===== config.mk =====
export PLATFORM = sky130hd
export DESIGN_NAME = dbb_bus_buffer
export DESIGN_NICKNAME = d
export VERILOG_FILES = /design/src/rtl/dbb_pkg.sv /design/src/rtl/dbb_sync.sv /design/src/rtl/dbb_host_shift.sv /design/src/rtl/dbb_frame_engine.sv /design/src/rtl/dbb_bus_buffer.sv
export SDC_FILE = /design/constraint.sdc
export NUM_CORES = 1
export LEC_CHECK = 0
export BUFFER_PORTS_ARGS = -buffer_cell sky130_fd_sc_hd__clkbuf_2
export CAP_MARGIN = 30
export CORE_MARGIN = 4
export CORE_UTILIZATION = 61
export CTS_CLUSTER_SIZE = 25
export DETAILED_ROUTE_END_ITERATION = 16
export PLACE_DENSITY_LB_ADDON = 0.15
export SLEW_MARGIN = 5
export SYNTH_ARGS = -nofsm -noshare
export SYNTH_HDL_FRONTEND = slang
export SYNTH_SLANG_ARGS = --single-unit

===== constraint.sdc =====
create_clock -name clk -period 2.2 [get_ports clk]
set_input_delay 0.11 -clock clk [delete_from_list [all_inputs] [get_ports clk]]
set_output_delay 0.11 -clock clk [all_outputs]
set_load 0.01 [all_outputs]

===== src/rtl/dbb_pkg.sv =====
package dbb_pkg;

    localparam int BYTE_W     = 8;
    localparam int NBYTES     = 2;
    localparam int BUF_W      = BYTE_W * NBYTES;
    localparam int FRAME_BITS = BYTE_W + 2;
    localparam int BIT_W      = $clog2(FRAME_BITS);
    localparam int BIDX_W     = (NBYTES > 1) ? $clog2(NBYTES) : 1;

    typedef enum logic [1:0] {
        ST_HOST = 2'd0,
        ST_WAIT = 2'd1,
        ST_SEND = 2'd2
    } own_state_e;

    typedef struct packed {
        logic [BIDX_W-1:0] byte_idx;
        logic [BIT_W-1:0]  bit_idx;
    } frame_pos_t;

endpackage


===== src/rtl/dbb_sync.sv =====
module dbb_sync #(
    parameter int          W      = 4,
    parameter logic [W-1:0] RST_V = '0
) (
    input  logic         clk,
    input  logic         rst,
    input  logic [W-1:0] d,
    output logic [W-1:0] q
);
    logic [W-1:0] meta;

    always_ff @(posedge clk) begin
        if (rst) begin
            meta <= RST_V;
            q    <= RST_V;
        end else begin
            meta <= d;
            q    <= meta;
        end
    end
endmodule


===== src/rtl/dbb_host_shift.sv =====
module dbb_host_shift #(
    parameter int BUF_W = dbb_pkg::BUF_W
) (
    input  logic             clk,
    input  logic             rst,
    input  logic             sck_s,
    input  logic             cs_n_s,
    input  logic             mosi_s,
    input  logic             owned,
    input  logic [BUF_W-1:0] buf_q,
    output logic             miso_bit,
    output logic             load_en,
    output logic [BUF_W-1:0] load_data
);
    localparam int CNT_W = $clog2(BUF_W + 1) + 1;
    localparam logic [CNT_W-1:0] CNT_MAX  = {CNT_W{1'b1}};
    localparam logic [CNT_W-1:0] CNT_FULL = CNT_W'(BUF_W);

    logic             sck_d, cs_d;
    logic [BUF_W-1:0] sh;
    logic [CNT_W-1:0] cnt;
    logic             sck_rise, cs_fall, cs_rise;

    assign sck_rise = sck_s & ~sck_d;
    assign cs_fall  = ~cs_n_s & cs_d;
    assign cs_rise  = cs_n_s & ~cs_d;

    always_ff @(posedge clk) begin
        if (rst) begin
            sck_d <= 1'b0;
            cs_d  <= 1'b1;
            sh    <= '0;
            cnt   <= '0;
        end else begin
            sck_d <= sck_s;
            cs_d  <= cs_n_s;
            if (owned) begin
                cnt <= CNT_MAX;
            end else if (cs_fall) begin
                sh  <= buf_q;
                cnt <= '0;
            end else if (!cs_n_s && sck_rise) begin
                sh <= {sh[BUF_W-2:0], mosi_s};
                if (cnt != CNT_MAX) cnt <= cnt + 1'b1;
            end
        end
    end

    assign miso_bit  = sh[BUF_W-1];
    assign load_en   = cs_rise && !owned && (cnt == CNT_FULL);
    assign load_data = sh;

    AST_NO_SHIFT_WHILE_OWNED: assert property (@(posedge clk) disable iff (rst)
        (owned && $past(owned)) |-> $stable(sh));

    AST_LOAD_ONLY_ON_FULL: assert property (@(posedge clk) disable iff (rst)
        load_en |-> ($past(cnt) == CNT_FULL || cnt == CNT_FULL));
endmodule


===== src/rtl/dbb_frame_engine.sv =====
module dbb_frame_engine
    import dbb_pkg::*;
#(
    parameter int E_BYTE_W = BYTE_W,
    parameter int E_NBYTES = NBYTES
) (
    input  logic                         clk,
    input  logic                         rst,
    input  logic                         req_fall,
    input  logic                         bus_idle,
    input  logic                         bit_tick,
    input  logic                         bus_rx,
    input  logic                         load_en,
    input  logic [E_BYTE_W*E_NBYTES-1:0] load_data,
    output logic [E_BYTE_W*E_NBYTES-1:0] buf_q,
    output logic                         owned,
    output logic                         bus_tx
);
    localparam int EBUF_W  = E_BYTE_W * E_NBYTES;
    localparam int EFRAME  = E_BYTE_W + 2;
    localparam logic [BIT_W-1:0]  LAST_BIT  = BIT_W'(EFRAME - 1);
    localparam logic [BIDX_W-1:0] LAST_BYTE = BIDX_W'(E_NBYTES - 1);

    own_state_e            state;
    frame_pos_t            pos;
    logic [E_BYTE_W-1:0]   rx_sh;
    logic [E_BYTE_W-1:0]   byte_v [E_NBYTES];
    logic [E_BYTE_W-1:0]   cur_byte;
    logic                  frame_bit;

    for (genvar g = 0; g < E_NBYTES; g++) begin : g_bytes
        assign byte_v[g] = buf_q[EBUF_W-1-g*E_BYTE_W -: E_BYTE_W];
    end

    assign cur_byte = byte_v[pos.byte_idx];

    always_comb begin
        frame_bit = 1'b1;
        if (pos.bit_idx == '0) frame_bit = 1'b0;
        for (int i = 0; i < E_BYTE_W; i++) begin
            if (pos.bit_idx == BIT_W'(i + 1)) frame_bit = cur_byte[i];
        end
    end

    assign bus_tx = (state == ST_SEND) ? frame_bit : 1'b1;
    assign owned  = (state != ST_HOST);

    always_ff @(posedge clk) begin
        if (rst) begin
            state <= ST_HOST;
            pos   <= '0;
            rx_sh <= '0;
            buf_q <= '0;
        end else begin
            case (state)
                ST_HOST: begin
                    if (load_en)  buf_q <= load_data;
                    if (req_fall) state <= ST_WAIT;
                end
                ST_WAIT: begin
                    if (bus_idle && bit_tick) begin
                        state <= ST_SEND;
                        pos   <= '0;
                    end
                end
                ST_SEND: begin
                    if (bit_tick) begin
                        if (pos.bit_idx != '0 && pos.bit_idx != LAST_BIT)
                            rx_sh <= {bus_rx, rx_sh[E_BYTE_W-1:1]};
                        if (pos.bit_idx == LAST_BIT) begin
                            for (int k = 0; k < E_NBYTES; k++) begin
                                if (pos.byte_idx == BIDX_W'(k))
                                    buf_q[EBUF_W-1-k*E_BYTE_W -: E_BYTE_W] <= rx_sh;
                            end
                            pos.bit_idx <= '0;
                            if (pos.byte_idx == LAST_BYTE) begin
                                state        <= ST_HOST;
                                pos.byte_idx <= '0;
                            end else begin
                                pos.byte_idx <= pos.byte_idx + 1'b1;
                            end
                        end else begin
                            pos.bit_idx <= pos.bit_idx + 1'b1;
                        end
                    end
                end
                default: state <= ST_HOST;
            endcase
        end
    end

    AST_BUF_HELD: assert property (@(posedge clk) disable iff (rst)
        (!owned && !load_en) |=> $stable(buf_q));

    AST_START_NEEDS_IDLE: assert property (@(posedge clk) disable iff (rst)
        ($fell(bus_tx) && $past(state == ST_WAIT)) |-> $past(bus_idle && bit_tick));
endmodule


===== src/rtl/dbb_bus_buffer.sv =====
module dbb_bus_buffer
    import dbb_pkg::*;
(
    input  logic clk,
    input  logic rst,
    input  logic spi_cs_n,
    input  logic spi_sck,
    input  logic spi_mosi,
    output logic spi_miso,
    output logic spi_miso_oe,
    input  logic ctl_req_n,
    output logic ctl_own_n,
    input  logic bus_idle,
    input  logic bit_tick,
    input  logic bus_rx,
    output logic bus_tx
);
    logic [3:0]       sync_q;
    logic             cs_n_s, sck_s, mosi_s, req_n_s, req_d, req_fall;
    logic             owned, load_en, miso_bit;
    logic [BUF_W-1:0] buf_q, load_data;

    dbb_sync #(.W(4), .RST_V(4'b1001)) u_sync (
        .clk (clk),
        .rst (rst),
        .d   ({spi_cs_n, spi_sck, spi_mosi, ctl_req_n}),
        .q   (sync_q)
    );

    assign {cs_n_s, sck_s, mosi_s, req_n_s} = sync_q;

    always_ff @(posedge clk) begin
        if (rst) req_d <= 1'b1;
        else     req_d <= req_n_s;
    end

    assign req_fall = req_d & ~req_n_s;

    dbb_host_shift #(.BUF_W(BUF_W)) u_shift (
        .clk       (clk),
        .rst       (rst),
        .sck_s     (sck_s),
        .cs_n_s    (cs_n_s),
        .mosi_s    (mosi_s),
        .owned     (owned),
        .buf_q     (buf_q),
        .miso_bit  (miso_bit),
        .load_en   (load_en),
        .load_data (load_data)
    );

    dbb_frame_engine #(.E_BYTE_W(BYTE_W), .E_NBYTES(NBYTES)) u_engine (
        .clk       (clk),
        .rst       (rst),
        .req_fall  (req_fall),
        .bus_idle  (bus_idle),
        .bit_tick  (bit_tick),
        .bus_rx    (bus_rx),
        .load_en   (load_en),
        .load_data (load_data),
        .buf_q     (buf_q),
        .owned     (owned),
        .bus_tx    (bus_tx)
    );

    assign spi_miso_oe = ~spi_cs_n;
    assign spi_miso    = spi_miso_oe ? miso_bit : 1'b0;
    assign ctl_own_n   = ~owned;

    AST_TX_QUIET_WHEN_RELEASED: assert property (@(posedge clk) disable iff (rst)
        ctl_own_n |-> bus_tx);

    AST_RELEASE_AFTER_STOP: assert property (@(posedge clk) disable iff (rst)
        $rose(ctl_own_n) |-> ($past(bus_tx) && $past(bit_tick)));

    AST_TAKE_ONLY_ON_REQUEST: assert property (@(posedge clk) disable iff (rst)
        $fell(ctl_own_n) |-> $past(req_fall));
endmodule


Word level (Yosys, flattened, before mapping)
Cells that the tools add are included.

Input bits: 9. Output and inout port bits: 4. Bits in registers: 64.

Reduce and logical (&&, ||, !) cells: 24. Muxes and demuxes: 38. Bitwise logic cells: 11. Eq/ne operators: 21. Add/subtract/negate cells: 3. Magnitude comparators: 1.

Operators by type and width (number): 16-bit 2-to-1 mux (5); 8-bit 2-to-1 mux (5); 16-bit one-hot mux with 2 select lines (1); 6-bit 2-to-1 mux (4); 4-bit by 3-bit == test with 1-bit output (second input constant) (4); 5-bit AND reduction (3); 1-bit 2-to-1 mux (13); 2-bit 2-to-1 mux (5); 5-bit 2-to-1 mux (2); 2-bit != test (second input constant) (5); 5-bit one-hot mux with 2 select lines (1); 4-bit by 2-bit == test with 1-bit output (second input constant) (2); 4-bit == test (second input constant) (2); 2-bit nonzero test (4); 6-bit by 1-bit adder with 6-bit output (second input constant) (1); 6-bit by 5-bit == test with 1-bit output (second input constant) (1); 6-bit != test (second input constant) (1); 1-bit inverter (6); 2-bit one-hot mux with 3 select lines (1); 3-bit AND reduction (2); 3-bit nonzero test (2); 1-bit logical AND (5); 4-bit by 1-bit adder with 4-bit output (second input constant) (1); 1-bit bitwise AND (4); 15 further kinds (18).

Logic depth before layout (Yosys ltp)
Gate-level depths: netlist of the first run.

Word-level depth: 13. Mapped depth: 7.

Cells and area by module
A second synthesis of the first run with hierarchy kept.

Cells, all modules: 362. Area total of the unflattened synthesis: 3139.3 µm².

Modules (own cells, without submodules): dbb_frame_engine (seq. area each 620.6 µm², instances 1, area an instance 1656.6 µm², cells each 189); dbb_host_shift (seq. area each 480.5 µm², instances 1, area an instance 1223.7 µm², cells each 151); dbb_sync (seq. area each 160.2 µm², instances 1, area an instance 210.2 µm², cells each 16); dbb_bus_buffer (seq. area each 20.0 µm², instances 1, area an instance 48.8 µm², cells each 6).

Worst setup path before layout of the first run
Ideal clock, no wire load.

Kind: reg2reg. Start point: register u_engine.pos[3] in the netlist's numbering. End point: register u_engine.buf_q[3]. Arrival: 1.567 ns. Path slack: 0.497 ns. Library setup time: 0.137 ns. Cell stages (with the launch flop): 7. Data required time: 2.063 ns. Cell sequence: dfxtp_1 clkbuf_1 nand4bb_1 nor3_4 or2_2 buf_2 a311oi_2.

Longest elaborated chain between the ends: 3.

RTL lines: start: declaration (line dbb_frame_engine.sv:25) `frame_pos_t pos;`; 4-bit == test (line dbb_frame_engine.sv:70) `if (pos.bit_idx == LAST_BIT) begin`; 2-bit != test (no source line); 5-bit AND reduction (no source line); end signal: assignment (line dbb_frame_engine.sv:57) `if (load_en) buf_q <= load_data;`; end signal: indexed assignment (line dbb_frame_engine.sv:73) `buf_q[EBUF_W-1-k*E_BYTE_W -: E_BYTE_W] <= rx_sh;`; end: declaration (line dbb_frame_engine.sv:15) `output logic [E_BYTE_W*E_NBYTES-1:0] buf_q,`.

Every way passes these cells. A chain may end at the register's enable or synchronous reset.

Worst setup path in the final report of the first run
Start point: register u_engine.pos[0] in the netlist's numbering. End point: output port bus_tx.

Longest elaborated chain between the ends: 11.

RTL lines: 4-bit zero test (line dbb_frame_engine.sv:39) `if (pos.bit_idx == '0) frame_bit = 1'b0;`; 1-bit 2-to-1 mux (line dbb_frame_engine.sv:39); 1-bit 2-to-1 mux (7 in series) (line dbb_frame_engine.sv:41) `if (pos.bit_idx == BIT_W'(i + 1)) frame_bit = cur_byte[i];`; 1-bit 2-to-1 mux (*) (line dbb_frame_engine.sv:41); 1-bit 2-to-1 mux (*) (line dbb_frame_engine.sv:45) `assign bus_tx = (state == ST_SEND) ? frame_bit : 1'b1;`; end: declaration (line dbb_bus_buffer.sv:16) `output logic bus_tx`.

Mark *: on every way between the ends. The rest lies on a longest branch, timed or not.

==> results of run 1 <==
[layout by cell type (no fill, tap or decap), drive strengths merged, types with 2 or more instances in the layout]
master and instances:
or2 10, dfxtp 64, nand4 2, a31oi 6
a211oi 19, nand4b 2, xnor2 3, a21oi 7
ha 2, bufinv 2, o21ai 2, mux2i 31
nor2 39, nand3 3, buf 10, a311oi 19
nand2 32, nand2b 6, a22o 2, clkbuf 21
inv 9, nand3b 2, nor2b 10, o21a 2
dlygate4sd3 4, nor3 22
[stage by stage]
stage	hold slack [ns]	total power, mW	cells	util, %
2_1_floorplan	0.2138	1.357	331	-
3_3_place_gp	0.2937	1.398	394	65.76
3_5_place_dp	0.2938	1.403	394	65.76
4_1_cts	0.01385	2.529	414	71.39
5_1_grt	0.04751	2.619	414	71.42
6_report	0.02134	2.519	414	71.42
[metal layers]
metal  part of all wire (%)  vias up  routed length (µm)
met3                    4.6        9                 305
li1                       -     1221                   -
met5                      0        -                   0
met1                     49     1149                3230
met4                    1.0        0                  68
met2                     45       44                2980
[worst reg2reg max path, cell delays in order (launching register included)]
cell,delay (ns)
dfxtp_1,0.38
or3_4,0.43
nor4_4,0.22
buf_4,0.23
buf_4,0.17
nor3_1,0.05
a311oi_1,0.24
[sequential cells by signal (all words and copies together), names as in the netlist]
register and flops:
u_engine.pos 5, u_engine.buf_q 16, u_sync.q 4, u_shift.load_data 16, u_engine.rx_sh 8, u_shift.cnt 6, u_shift.cs_d 1, u_sync.meta 4
u_shift.sck_d 1, u_engine.state 2, req_d 1
[final cells by class]
cell class	count	area, µm²
Tap cell	67	83.83
Timing Repair Buffer	26	187.7
Multi-Input combinational cell	235	1592
Clock inverter	7	102.6
Inverter	6	22.52
Clock buffer	9	123.9
Sequential cell	64	1284
Fill cell	373	1359
[cell families (layout without fill, tap and decap cells)]
group	after synthesis	count (layout)	synth area share, %
buf+inv	32	48	4.576
simple gates	134	134	22.88
mux	32	32	11.06
compound gates	64	64	17.18
flops	64	64	42.60
fa+ha+maj	2	2	0.8318
xor+xnor	3	3	0.8737
[power breakdown]
part           internal, mW  switching (mW)  leakage [nW]
clock network         0.652           0.483         0.111
logic                0.0707          0.0848         0.478
registers              1.19          0.0363         0.521
total                  1.91           0.604          1.11
[worst max-delay path by stage]
stage / endpoint / cells after the start / slack, ns / from
global route: bus_tx / 5 / 0.01 / u_engine.pos[0]
finish: bus_tx / 5 / 0.15 / u_engine.pos[0]
detailed placement: u_engine.buf_q[8] / 4 / 0.30 / u_engine.pos[0]
floorplan: u_engine.buf_q[3] / 6 / 0.50 / u_engine.pos[3]
CTS: bus_tx / 5 / 0.05 / u_engine.pos[4]
global placement: u_engine.buf_q[7] / 4 / 0.40 / u_engine.pos[0]
[synth_stat cells, types with 7 or more instances]
master	number	area share (%)
dfxtp_1	64	43
nor2_1	39	4.9
nand2_1	32	4.0
mux2i_1	31	10
nor3_1	20	3.3
a211oi_1	19	4.7
a311oi_1	16	4.7
clkbuf_1	15	1.9
nor2b_1	10	2.1
or2_2	10	2.1
buf_2	8	1.3
a21oi_1	7	1.2
[what timing repair did]
item | 4_1_cts | 5_1_grt
cloned | 0 | 0
gates resized for setup | 1 | 1
hold endpoints to repair | 4 | 0
setup endpoints to repair | 1 | 1
hold buffers | 4 | 0
==> flow_metrics.env, run 1 <==
export IMPL_cts_root_buffer="clkbuf_8"
export IMPL_cpMaxStageDelayCell="mux4_2"
export IMPL_final_period_utilization_pct=93.28
export IMPL_cellPowerDensity_mw_per_mm2=741.7
export IMPL_synth_edf_count=0
export IMPL_grt_pass1_vias=2335
export IMPL_ys_ff_latch=64
export IMPL_rows=25
export IMPL_drtPass1Iterations=4
export IMPL_synth_seq_area_share_pct=42.60
export IMPL_worstSetupPathType="reg2out"
export IMPL_r2r_start="u_engine.state[1]"
export IMPL_netlist_area_mm2=0.003008
export IMPL_core_area_mm2=0.004755
export IMPL_ant_nets=0
export IMPL_wl_per_cell_um=15.91
export IMPL_peakVddDrop_mv=0.6892
export IMPL_hold_viol_final=0
export IMPL_drive_above_1_share_pct=17.58
export IMPL_setup_slack_ns=0.1479
export IMPL_grt_first_pass_wirelength_um=11460
export IMPL_clk_latency_ns=0.33
export IMPL_post_cts_setup_buffer_count=0
export IMPL_min_from="bus_rx"
export IMPL_max_stage_delay_ns=0.53
export IMPL_r2r_setup_slack_ns=0.37
export IMPL_slew_headroom_pct=47.33
export IMPL_drt_iter0_markers=247
export IMPL_critical_path_buf_inv_count=1
export IMPL_status="complete, no violations"
export IMPL_grt_use_total_pct=23.48
export IMPL_dp_slack_ns=0.3007
export IMPL_drc=0
export IMPL_clk_path_buf_depth=2
export IMPL_diodes=0
export IMPL_via_count=2423
export IMPL_numCtsBuffers=9
export IMPL_fp_dieW_um=78.22
export IMPL_worstReg2RegEnd="u_engine.buf_q[1]"
export IMPL_fin_area_mm2=0.003396
export IMPL_clock_fmax_mhz=487.3
export IMPL_antenna_found_initial=0
export IMPL_skew_ns=0.01050
export IMPL_setup_violations=0
export IMPL_cts_tree="built"
export IMPL_placed_area_mm2=0.003127
export IMPL_die_area_mm2=0.006118
export IMPL_grt_util_met1_pct=33.50
export IMPL_max_cap_violations=0
export IMPL_crit_chain="mux4_2 -> nor2b_1 -> nor4b_1 -> o21ai_0 -> clkbuf_2"
export IMPL_fin_crit_ns=2.052
export IMPL_io_pins=13
export IMPL_top_usage_layer="met2"
export IMPL_leakagePower_nw=1.110
export IMPL_synth_cell_types=43
export IMPL_gp_congestion=0.8374
export IMPL_crit_path_start_kind="flip-flop"
export IMPL_finalSetupTns_ns=0
export IMPL_vias_per_cell=5.853
export IMPL_cts_clk_slew_worst_paths_ns=0.08
export IMPL_drv_slew=0
export IMPL_grtUsageMet2_pct=35.96
export IMPL_nets=353
export IMPL_worstPathArrival_ns=1.94
export IMPL_wirelength_um=6585
export IMPL_syn_num_nets=342
export IMPL_yosys_warnings=0
export IMPL_synthCells=331
export IMPL_start_util_pct=63.26
export IMPL_avgSynthCellArea_um2=9.087
export IMPL_worstMarginPinSlew_ns=0.7900
export IMPL_hp_class="in2reg"
export IMPL_ys_flop_type="dfxtp_1"
export IMPL_grt_ovfl_total=0
export IMPL_area_growth_pct=12.90
export IMPL_rsz0062_at_grt="false"
export IMPL_grt_max_degree=42
export IMPL_crit_fanout=13
export IMPL_cp_required_ns=2.09
export IMPL_use_met3_pct=4.014
export IMPL_cts_sinks=64
export IMPL_io_buffers=12
export IMPL_rr_worst_depth=6
export IMPL_htreeDepth=3
export IMPL_dp_hpwl_um=4519
export IMPL_cp_end_kind="output port"
export IMPL_async_reset_ff_share_pct=0
export IMPL_cp_top_family="multiplexers"
export IMPL_hold_end="u_engine.rx_sh[7]"
export IMPL_holdPathStages=3
export IMPL_fp_dieH_um=78.22
No activity file was read; power rests on OpenSTA's default activity.
==> inputs of run 2 (changes only) <==
- CORE_UTILIZATION: 61 -> 55
==> flow_metrics.env, run 2 (synthesized netlist as in run 1, its figures left out) <==
export IMPL_vias_per_cell=5.884
export IMPL_clk_latency_ns=0.35
export IMPL_die_area_mm2=0.006716
export IMPL_fin_crit_ns=2.036
export IMPL_hold_viol_final=0
export IMPL_ant_nets=0
export IMPL_drtPass1Iterations=4
export IMPL_gp_congestion=0.8266
export IMPL_cp_required_ns=2.09
export IMPL_cts_tree="built"
export IMPL_crit_chain="mux4_2 -> nor2b_1 -> nor4b_1 -> o21ai_0 -> clkbuf_2"
export IMPL_setup_violations=0
export IMPL_core_area_mm2=0.005205
export IMPL_diodes=0
export IMPL_cellPowerDensity_mw_per_mm2=729.6
export IMPL_max_cap_violations=0
export IMPL_hp_class="in2reg"
export IMPL_r2r_setup_slack_ns=0.33
export IMPL_area_growth_pct=13.60
export IMPL_nets=358
export IMPL_fp_dieW_um=81.95
export IMPL_drive_above_1_share_pct=18.75
export IMPL_power_switching_mw=0.5911
export IMPL_rsz0062_at_grt="false"
export IMPL_wirelength_um=6813
export IMPL_worstSetupPathType="reg2out"
export IMPL_cp_top_family="multiplexers"
export IMPL_finish_utilization_pct=65.65
export IMPL_final_cell_mix="62 x dfxtp_1, 39 x nor2_1, 32 x nand2_1"
export IMPL_leakagePower_nw=1.131
export IMPL_max_stage_delay_ns=0.51
export IMPL_cts_sinks=64
export IMPL_skew_ns=0.006767
export IMPL_grt_max_degree=41
export IMPL_wl_per_cell_um=16.14
export IMPL_final_period_utilization_pct=92.56
export IMPL_critical_path_buf_inv_count=1
export IMPL_fp_dieH_um=81.95
export IMPL_via_count=2483
export IMPL_rows=26
export IMPL_grt_pass1_vias=2390
export IMPL_peakVddDrop_mv=0.5940
export IMPL_drv_slew=0
export IMPL_worstMarginPinSlew_ns=0.7942
export IMPL_worstPathArrival_ns=1.93
export IMPL_htreeDepth=3
export IMPL_setup_slack_ns=0.1637
export IMPL_min_from="bus_rx"
export IMPL_grt_ovfl_total=0
export IMPL_clk_path_buf_depth=2
export IMPL_worst_hold_slack_ns=0.02434
export IMPL_cts_root_buffer="clkbuf_8"
export IMPL_seqPwrFrac_pct=49.2
export IMPL_io_pins=13
export IMPL_dp_slack_ns=0.3545
export IMPL_crit_fanout=13
export IMPL_p_comb_share_pct=6.2
export IMPL_n_fill_cell=458
export IMPL_r2r_start="u_shift.cnt[5]"
export IMPL_grt_first_pass_wirelength_um=11550
export IMPL_post_cts_setup_buffer_count=0
export IMPL_finalSetupTns_ns=0
export IMPL_dp_hpwl_um=4733
export IMPL_grt_use_total_pct=22.87
export IMPL_cp_end_kind="output port"
export IMPL_slew_headroom_pct=47.06
export IMPL_drt_iter0_markers=222
export IMPL_power_mw=2.493
export IMPL_numCtsBuffers=9
export IMPL_start_util_pct=57.79
export IMPL_cts_clk_slew_worst_paths_ns=0.07
export IMPL_io_buffers=12
export IMPL_antenna_found_initial=0
export IMPL_status="complete, no violations"
export IMPL_internal_power_mw=1.902
export IMPL_crit_path_start_kind="flip-flop"
export IMPL_mostFrequentLayoutCell="dfxtp_1"
export IMPL_crit_start="u_engine.pos[0]"
export IMPL_drc=0
export IMPL_swShare_pct=23.71
export IMPL_cpMaxStageDelayCell="mux4_2"
export IMPL_p_clk_share_pct=44.5
export IMPL_clock_fmax_mhz=491.1
## run 2: cell count changes in the layout (fill, tap and decap cells not counted)
cell	before	now
buf_4	9	15
inv_6	3	1
clkinv_2	0	2
buf_12	1	0
## run 2: path summary, 6_finish.rpt
| check | to | cells after the start |
|---|---|---|
| hold / removal | u_engine.rx_sh[7] | 3 |
| hold reg to reg | u_sync.q[3] | 1 |
| setup reg to reg | u_engine.buf_q[1] | 5 |
| setup / recovery | bus_tx | 5 |
## run 2: metal layers
metal	part of all wire, %	global-route usage [%]	vias to the layer above
li1	-	-	1225
met2	45	34.81	73
met5	0	0	-
met3	6.2	5.263	13
met1	47	31.25	1172
met4	2.0	9.136	0
## run 2: layout make-up
class / instances / area (µm²) / share of cell area [%]
Clock buffer: 9 / 123.9 / 3.625
Tap cell: 70 / 87.58 / 2.563
Multi-Input combinational cell: 235 / 1592 / 46.58
Clock inverter: 7 / 95.09 / 2.783
Sequential cell: 64 / 1284 / 37.57
Inverter: 6 / 22.52 / 0.6591
Timing Repair Buffer: 31 / 212.7 / 6.225
## run 2: power groups by stage
stage                     clock network (mW)  logic (mW)  registers (mW)
final                                   1.11       0.155            1.23
after CTS                               1.12       0.156            1.23
after detailed placement                   0       0.149            1.25
after floorplan                            0       0.119            1.24
after global placement                     0       0.146            1.25
after global routing                    1.19       0.175            1.23
## run 2: repair_timing
action	CTS	global route
endpoints found under the hold margin	4	0
endpoints found under the setup margin	0	1
gates resized for setup	0	2
hold buffers	4	0
## run 2: per-stage QoR
step,instance area (µm²),cells
3_3_place_gp,3156,402
4_1_cts,3415,422
6_report,3417,422
3_5_place_dp,3156,402
2_1_floorplan,3008,331
5_1_grt,3417,422
## run 2: worst reg2reg max path, delay by kind of cell, from the launching register on
family | cells | cell delay, ns
AO/OA/AOI/OAI | 1 | 0.26
AND/OR/NAND/NOR | 3 | 0.88
flip-flops | 1 | 0.38
buffers and inverters | 1 | 0.26
